===== config.mk =====
export PLATFORM = sky130hd
export DESIGN_NAME = msi_ring_ctrl
export DESIGN_NICKNAME = d
export VERILOG_FILES = /design/src/rtl/msi_ring_pkg.sv /design/src/rtl/msi_ring_regs.sv /design/src/rtl/msi_ring_engine.sv /design/src/rtl/msi_ring_ctrl.sv
export SDC_FILE = /design/constraint.sdc
export NUM_CORES = 1
export LEC_CHECK = 0
export BUFFER_PORTS_ARGS = -buffer_cell sky130_fd_sc_hd__clkbuf_2
export CAP_MARGIN = 40
export CELL_PAD_IN_SITES_DETAIL_PLACEMENT = 1
export CELL_PAD_IN_SITES_GLOBAL_PLACEMENT = 1
export CORE_ASPECT_RATIO = 1.1
export CORE_MARGIN = 2
export CORE_UTILIZATION = 41
export CTS_CLUSTER_SIZE = 14
export DETAILED_ROUTE_END_ITERATION = 10
export GPL_ROUTABILITY_DRIVEN = 0
export PLACE_DENSITY = 0.95
export SETUP_SLACK_MARGIN = 0.1
export SLEW_MARGIN = 20
export SYNTH_ARGS = -nofsm -noshare
export SYNTH_HDL_FRONTEND = slang
export SYNTH_HIERARCHICAL = 1
export SYNTH_SLANG_ARGS = --single-unit

===== constraint.sdc =====
create_clock -name clk -period 7.9 [get_ports clk]
set_input_delay 0.395 -clock clk [delete_from_list [all_inputs] [get_ports clk]]
set_output_delay 0.395 -clock clk [all_outputs]
set_load 0.02 [all_outputs]

===== src/rtl/msi_ring_pkg.sv =====
package msi_ring_pkg;
    localparam int DATA_W    = 32;
    localparam int ADDR_W    = 64;
    localparam int REG_W     = 32;
    localparam int REG_AW    = 3;
    localparam int REC_SHIFT = 4;
    localparam int REC_BYTES = 1 << REC_SHIFT;
    localparam int REC_W     = REC_BYTES * 8;
    localparam int MIN_SHIFT = 15;
    localparam int SEL_W     = 2;
    localparam int OFF_W     = MIN_SHIFT + (1 << SEL_W) - 1;

    localparam logic [REG_AW-1:0] RA_CTRL    = 3'd0;
    localparam logic [REG_AW-1:0] RA_BASE_HI = 3'd3;
    localparam logic [REG_AW-1:0] RA_BASE_LO = 3'd4;
    localparam logic [REG_AW-1:0] RA_RD_OFF  = 3'd5;
    localparam logic [REG_AW-1:0] RA_WR_OFF  = 3'd6;

    localparam int CB_EN    = 0;
    localparam int CB_FDET  = 1;
    localparam int CB_IRQEN = 3;
    localparam int CB_STOP  = 4;
    localparam int CB_SIZE  = 8;
    localparam int CB_OVF   = 16;

    typedef struct packed {
        logic             en;
        logic             full_det;
        logic             irq_en;
        logic             stop_full;
        logic [SEL_W-1:0] size_sel;
    } ctrl_t;

    function automatic logic [OFF_W-1:0] ring_mask(input logic [SEL_W-1:0] sel);
        return ((OFF_W'(1) << (MIN_SHIFT + int'(sel))) - OFF_W'(1)) & ~OFF_W'(REC_BYTES - 1);
    endfunction
endpackage


===== src/rtl/msi_ring_regs.sv =====
module msi_ring_regs
    import msi_ring_pkg::*;
(
    input  logic                 clk,
    input  logic                 rst_n,
    input  logic                 reg_we,
    input  logic [REG_AW-1:0]    reg_addr,
    input  logic [REG_W-1:0]     reg_wdata,
    input  logic [OFF_W-1:0]     wr_off,
    output ctrl_t                ctrl,
    output logic [SEL_W-1:0]     size_act,
    output logic [OFF_W-1:0]     mask,
    output logic [ADDR_W-1:0]    base,
    output logic [OFF_W-1:0]     rd_off,
    output logic                 ovf_clr,
    output logic                 wr_load
);
    typedef struct packed {
        ctrl_t             ctrl;
        logic [REG_W-1:0]  base_hi;
        logic [REG_W-1:0]  base_lo;
        logic [OFF_W-1:0]  rd;
        logic [SEL_W-1:0]  size;
    } regs_t;

    regs_t st_d, st_q;

    always_comb begin
        st_d    = st_q;
        ovf_clr = 1'b0;
        wr_load = 1'b0;
        if (reg_we) begin
            case (reg_addr)
                RA_CTRL: begin
                    st_d.ctrl.en        = reg_wdata[CB_EN];
                    st_d.ctrl.full_det  = reg_wdata[CB_FDET];
                    st_d.ctrl.irq_en    = reg_wdata[CB_IRQEN];
                    st_d.ctrl.stop_full = reg_wdata[CB_STOP];
                    st_d.ctrl.size_sel  = reg_wdata[CB_SIZE +: SEL_W];
                    ovf_clr             = reg_wdata[CB_OVF];
                end
                RA_BASE_HI: st_d.base_hi = reg_wdata;
                RA_BASE_LO: st_d.base_lo = reg_wdata;
                RA_RD_OFF:  st_d.rd      = reg_wdata[OFF_W-1:0] & ring_mask(st_q.size);
                RA_WR_OFF:  wr_load      = 1'b1;
                default: ;
            endcase
        end
        // new ring size applies only once both offsets sit at zero
        if (st_q.rd == '0 && wr_off == '0) begin
            st_d.size = st_q.ctrl.size_sel;
        end
    end

    always_ff @(posedge clk) begin
        if (!rst_n) st_q <= '0;
        else        st_q <= st_d;
    end

    assign ctrl     = st_q.ctrl;
    assign size_act = st_q.size;
    assign mask     = ring_mask(st_q.size);
    assign base     = {st_q.base_hi, st_q.base_lo};
    assign rd_off   = st_q.rd;

    p_rd_in_ring_r6: assert property (@(posedge clk) disable iff (!rst_n)
        (rd_off & ~ring_mask(size_act)) == '0);

    p_size_defer_r11: assert property (@(posedge clk) disable iff (!rst_n)
        (size_act != $past(size_act)) |-> ($past(rd_off) == '0 && $past(wr_off) == '0));
endmodule


===== src/rtl/msi_ring_engine.sv =====
module msi_ring_engine
    import msi_ring_pkg::*;
(
    input  logic                 clk,
    input  logic                 rst_n,
    input  ctrl_t                ctrl,
    input  logic [OFF_W-1:0]     mask,
    input  logic [OFF_W-1:0]     rd_off,
    input  logic [ADDR_W-1:0]    base,
    input  logic                 wr_load,
    input  logic [OFF_W-1:0]     wr_wdata,
    input  logic                 ovf_clr,
    input  logic                 msg_valid,
    input  logic [DATA_W-1:0]    msg_data,
    output logic                 msg_ready,
    output logic                 mem_req,
    output logic [ADDR_W-1:0]    mem_addr,
    output logic [REC_W-1:0]     mem_wdata,
    input  logic                 mem_ack,
    output logic [OFF_W-1:0]     wr_off,
    output logic                 ovf
);
    typedef struct packed {
        logic              busy;
        logic [DATA_W-1:0] data;
        logic [OFF_W-1:0]  wr;
        logic              ovf;
    } eng_t;

    eng_t             en_d, en_q;
    logic [OFF_W-1:0] nxt_wr;
    logic             full;

    always_comb begin
        en_d      = en_q;
        msg_ready = 1'b0;
        nxt_wr    = (en_q.wr + OFF_W'(REC_BYTES)) & mask;
        full      = ctrl.full_det && (nxt_wr == rd_off);
        if (ovf_clr) en_d.ovf = 1'b0;
        if (en_q.busy) begin
            if (mem_ack) begin
                en_d.busy = 1'b0;
                en_d.wr   = nxt_wr;
            end
        end else if (wr_load) begin
            en_d.wr = wr_wdata & mask;
        end else if (ctrl.en && !(full && ctrl.stop_full)) begin
            msg_ready = 1'b1;
            if (msg_valid) begin
                if (full) begin
                    en_d.ovf = 1'b1;
                end else begin
                    en_d.busy = 1'b1;
                    en_d.data = msg_data;
                end
            end
        end
    end

    always_ff @(posedge clk) begin
        if (!rst_n) en_q <= '0;
        else        en_q <= en_d;
    end

    assign mem_req   = en_q.busy;
    assign mem_addr  = base + {{(ADDR_W-OFF_W){1'b0}}, en_q.wr};
    assign mem_wdata = {{(REC_W-DATA_W){1'b0}}, en_q.data};
    assign wr_off    = en_q.wr;
    assign ovf       = en_q.ovf;

    p_req_hold_r3: assert property (@(posedge clk) disable iff (!rst_n)
        (mem_req && !mem_ack) |=> (mem_req && $stable(mem_wdata) && $stable(wr_off)));

    p_one_outstanding_r3: assert property (@(posedge clk) disable iff (!rst_n)
        mem_req |-> !msg_ready);

    p_wr_step_r4: assert property (@(posedge clk) disable iff (!rst_n)
        (mem_req && mem_ack) |=> (wr_off == (($past(wr_off) + OFF_W'(REC_BYTES)) & $past(mask))));

    p_stop_full_r7: assert property (@(posedge clk) disable iff (!rst_n)
        (ctrl.full_det && ctrl.stop_full && ((wr_off + OFF_W'(REC_BYTES)) & mask) == rd_off)
        |-> !msg_ready);

    p_disabled_r10: assert property (@(posedge clk) disable iff (!rst_n)
        !ctrl.en |-> !msg_ready);
endmodule


===== src/rtl/msi_ring_ctrl.sv =====
module msi_ring_ctrl
    import msi_ring_pkg::*;
(
    input  logic                 clk,
    input  logic                 rst_n,
    input  logic                 reg_we,
    input  logic [REG_AW-1:0]    reg_addr,
    input  logic [REG_W-1:0]     reg_wdata,
    output logic [REG_W-1:0]     reg_rdata,
    input  logic                 msg_valid,
    input  logic [DATA_W-1:0]    msg_data,
    output logic                 msg_ready,
    output logic                 mem_req,
    output logic [ADDR_W-1:0]    mem_addr,
    output logic [REC_W-1:0]     mem_wdata,
    input  logic                 mem_ack,
    output logic                 irq
);
    ctrl_t             ctrl;
    logic [SEL_W-1:0]  size_act;
    logic [OFF_W-1:0]  mask, rd_off, wr_off;
    logic [ADDR_W-1:0] base;
    logic              ovf_clr, wr_load, ovf;

    msi_ring_regs u_regs (
        .clk(clk), .rst_n(rst_n), .reg_we(reg_we), .reg_addr(reg_addr),
        .reg_wdata(reg_wdata), .wr_off(wr_off), .ctrl(ctrl), .size_act(size_act),
        .mask(mask), .base(base), .rd_off(rd_off), .ovf_clr(ovf_clr), .wr_load(wr_load)
    );

    msi_ring_engine u_engine (
        .clk(clk), .rst_n(rst_n), .ctrl(ctrl), .mask(mask), .rd_off(rd_off),
        .base(base), .wr_load(wr_load), .wr_wdata(reg_wdata[OFF_W-1:0]),
        .ovf_clr(ovf_clr), .msg_valid(msg_valid), .msg_data(msg_data),
        .msg_ready(msg_ready), .mem_req(mem_req), .mem_addr(mem_addr),
        .mem_wdata(mem_wdata), .mem_ack(mem_ack), .wr_off(wr_off), .ovf(ovf)
    );

    always_comb begin
        reg_rdata = '0;
        case (reg_addr)
            RA_CTRL: begin
                reg_rdata[CB_EN]              = ctrl.en;
                reg_rdata[CB_FDET]            = ctrl.full_det;
                reg_rdata[CB_IRQEN]           = ctrl.irq_en;
                reg_rdata[CB_STOP]            = ctrl.stop_full;
                reg_rdata[CB_SIZE +: SEL_W]   = ctrl.size_sel;
                reg_rdata[CB_OVF]             = ovf;
            end
            RA_BASE_HI: reg_rdata = base[ADDR_W-1:REG_W];
            RA_BASE_LO: reg_rdata = base[REG_W-1:0];
            RA_RD_OFF:  reg_rdata = REG_W'(rd_off);
            RA_WR_OFF:  reg_rdata = REG_W'(wr_off);
            default:    reg_rdata = '0;
        endcase
    end

    assign irq = ctrl.en && ctrl.irq_en && (rd_off != wr_off);

    p_irq_gated_r10: assert property (@(posedge clk) disable iff (!rst_n)
        !(ctrl.en && ctrl.irq_en) |-> !irq);

    p_irq_empty_r5: assert property (@(posedge clk) disable iff (!rst_n)
        (rd_off == wr_off) |-> !irq);

    p_size_known_r11: assert property (@(posedge clk) disable iff (!rst_n)
        !$isunknown(size_act));
endmodule


==> flow_metrics.env <==
export IMPL_status="finished, final reports clean"
export IMPL_ys_ff_latch=138
export IMPL_synth_top_area_share_pct=27.8
export IMPL_clk_latency_ns=0.43
export IMPL_path_common_cell="nand3_1"
export IMPL_synth_common_cells="nand2_1 (286), dfxtp_1 (138), buf_4 (119)"
export IMPL_area_delta_synth_final_pct=13.8
export IMPL_dpl_hpwl_um=26600
export IMPL_cpPeakStageDelay_ns=0.65
export IMPL_ff2ff_setup_slack_ns=4.32
export IMPL_reg2reg_from="u_engine/wr_off[9]$_SDFFE_PN0P_"
export IMPL_multi_input_area_um2=6330
export IMPL_antenna_cells=0
export IMPL_cts_root_buf="clkbuf_16"
export IMPL_path_cells="ha_1 > and3_1 > nand3_1 > a211oi_1 > o2111ai_1 > a2111oi_2 > buf_4 > nand3_1 > xnor2_1 > clkbuf_2"
export IMPL_fill_cells=2997
export IMPL_synthTopCellsByArea="dfxtp_1 (28%), nand2_1 (11%), buf_4 (9.0%), xnor2_1 (6.0%), mux2i_1 (5.8%)"
export IMPL_die_area_um2=25500
export IMPL_cellLeakagePower_nw=4.83
export IMPL_clockBufferDepth=2
export IMPL_die_w_um=152
export IMPL_switchingPower_mw=0.522
export IMPL_timing_critical_path_buf_inv=2
export IMPL_grt_pass1_vias=10500
export IMPL_post_synth_top_count_cell="nand2_1"
export IMPL_min_path_type="primary input to flop"
export IMPL_num_nets_final=1535
export IMPL_viasPerCell=5.82
export IMPL_tightestPinTransition_ns=0.843
export IMPL_drt_pass1_iterations=5
export IMPL_period_minus_slack_ns=4.68
export IMPL_final_max_slew_violation_count=0
export IMPL_path_clk_slew_ns=0.06
export IMPL_cts_tree="done"
export IMPL_rows=59
export IMPL_netlist_instances=1278
export IMPL_maxCapViolations=0
export IMPL_core_um2=23800
export IMPL_end_kind="output pin"
export IMPL_drc=0
export IMPL_r2r_end="u_engine/mem_wdata[7]$_SDFFE_PN0P_"
export IMPL_post_dp_cell_area_um2=10700
export IMPL_wire_per_inst_um=21.4
export IMPL_power_frac_seq_pct=40.3
export IMPL_critPathMaxFanout=12
export IMPL_ctsResizeCount=0
export IMPL_cp_depth=10
export IMPL_numCtsBuffers=17
export IMPL_cts_sinks=138
export IMPL_power_density_nw_per_um2=160
export IMPL_synth_main_ff_cell="dfxtp_1"
export IMPL_antenna_found_initial=0
export IMPL_arrival_ns=4.29
export IMPL_ys_async_sr_fraction_pct=0
export IMPL_hold_viol=0
export IMPL_cts_hold_buffers_added=0
export IMPL_grt_overflow=0
export IMPL_synth_top_cell_by_area="dfxtp_1"
export IMPL_crit_required_ns=7.51
export IMPL_worst_slack_ns=3.22
export IMPL_crit_path_end="mem_addr[55]"
export IMPL_drt_iter0_markers=1101
export IMPL_crit_type="flop to output pin"
export IMPL_port_buffer_count=202
export IMPL_rr_worst_depth=9
export IMPL_finalCritPeriodShare_pct=59.3
export IMPL_pwr_share_clk_pct=47.2
export IMPL_setup_viol=0
export IMPL_avgSynthCellArea_um2=7.78
export IMPL_ys_types=71
export IMPL_crit_family="compound AO/OA/AOI/OAI gates"
export IMPL_finClkSkew_ns=0.00927
export IMPL_ys_seq_area_share_pct=27.8
export IMPL_die_h_um=167
export IMPL_critPathLaunch="u_engine/wr_off[9]$_SDFFE_PN0P_"
export IMPL_swShare_pct=28.9
export IMPL_ir_drop_uv=157
export IMPL_timing_fmax_mhz=214
export IMPL_grtUsageTotal_pct=28.3
export IMPL_p_int_mw=1.28
export IMPL_vias=10200
export IMPL_design_area_um2=11300
export IMPL_grt_pass1_wl_um=57900
export IMPL_cts_setup_buffers=0
export IMPL_yosysWarnings=6
export IMPL_htree_levels=4
export IMPL_start_util_pct=41.8
export IMPL_grt_max_degree=76
export IMPL_holdWs_ns=0.187
export IMPL_crit_slowest_cell="a211oi_1"
export IMPL_pre_cts_slack_ns=4.02
export IMPL_io_pins=299
export IMPL_final_antenna_net_count=0
export IMPL_startpoint_type="flop"
export IMPL_totalWireLength_um=37600
export IMPL_drive_gt1_share_pct=18.2
export IMPL_seq_area_um2=2760
export IMPL_synth_area_um2=9940
export IMPL_relSlewSlack_pct=43.7
export IMPL_rsz0062_at_grt="false"
export IMPL_p_comb_share_pct=12.5
export IMPL_synth_edff_count=0
export IMPL_setup_tns_ns=0
==> metrics by stage <==
stage	total power [mW]	utilization (%)	std cells
6_report	1.80	47.6	1759
5_1_grt	1.86	47.6	1759
4_1_cts	1.81	47.6	1758
3_5_place_dp	0.959	45.0	1727
3_3_place_gp	0.950	44.7	1722
2_1_floorplan	0.927	-	1388
==> metal layers <==
layer,part of all wire (%),vias up,GRT usage [%]
li1,-,4507,-
met2,48,656,49.3
met3,8.6,155,6.34
met1,38,4922,32.8
met5,0,-,0
met4,5.0,0,14.3
==> worst reg2reg max path: cells and delay by family (launching register included) <==
kind,cells,cell delay [ns]
buffers and inverters,1,0.23
XOR/XNOR,1,0.14
flip-flops,1,0.60
AND/OR/NAND/NOR,4,1.60
AO/OA/AOI/OAI,2,0.78
multiplexers,1,0.13
==> worst min-delay path by stage <==
| stage | from | to | slack [ns] | cells after the start |
|---|---|---|---|---|
| 2_1_floorplan | u_regs/size_act[0]$_SDFFE_PN0P_ | u_regs/size_act[0]$_SDFFE_PN0P_ | 0.45 | 2 |
| 3_3_place_gp | u_engine/mem_wdata[6]$_SDFFE_PN0P_ | u_engine/mem_wdata[6]$_SDFFE_PN0P_ | 0.44 | 2 |
| 3_5_place_dp | u_engine/mem_wdata[31]$_SDFFE_PN0P_ | u_engine/mem_wdata[31]$_SDFFE_PN0P_ | 0.45 | 2 |
| 4_1_cts | msg_data[9] | u_engine/mem_wdata[9]$_SDFFE_PN0P_ | 0.18 | 3 |
| 5_1_grt | msg_data[21] | u_engine/mem_wdata[21]$_SDFFE_PN0P_ | 0.19 | 3 |
| 6_report | msg_data[9] | u_engine/mem_wdata[9]$_SDFFE_PN0P_ | 0.19 | 3 |
==> cell usage in the layout, fill, tap and decap left out, types with 14 or more instances in the layout <==
master and count:
nand3_1 29, nor2_1 38, a21oi_1 40, nor2b_1 31
xnor2_1 68, a21boi_1 57, clkbuf_2 201, inv_1 18
nand2_1 286, conb_1 113, mux2i_1 58, clkbuf_16 17
and3_1 20, a21boi_0 28, nor3_1 17, ha_1 20
dfxtp_1 138, a22o_1 25, nand2b_1 14, o21ai_0 34
nand4_1 24, xor2_1 26, nor4_1 16
==> area by class of cell <==
class	instances	area share, %
clock buffers	19	3.92
clock inverters	12	1.44
inverters	18	0.597
multi-input cells	1050	56.0
flip-flops and latches	138	24.4
well taps	305	3.37
repair buffers	217	10.3
==> power by group through the flow <==
| stage | Sequential, mW | Clock, mW | Combinational, mW |
|---|---|---|---|
| floorplan | 0.735 | 0 | 0.192 |
| global placement | 0.740 | 0 | 0.210 |
| global route | 0.727 | 0.891 | 0.240 |
| finish | 0.726 | 0.852 | 0.226 |
| CTS | 0.726 | 0.860 | 0.220 |
| detailed placement | 0.741 | 0 | 0.218 |
==> flip-flops by register name, summed over array words and instances, names as in the netlist <==
register / cells
u_regs/size_act: 2
u_regs/ctrl: 6
u_engine/wr_off: 18
u_engine/mem_req: 1
u_regs/base: 64
u_engine/ovf: 1
u_regs/rd_off: 14
u_engine/mem_wdata: 32
==> logic make-up after synthesis <==
group	after synthesis	share of synthesized area, %
DFF	138	27.8
adders and majority gates	21	2.72
muxes	59	5.96
buffers and inverters	200	12.9
other	3	0.113
AOI/OAI and AO/OA	249	17.7
xor gates and xnor gates	94	8.29
and+or+nand+nor	514	24.5
Power figures use the tool's default switching activity.
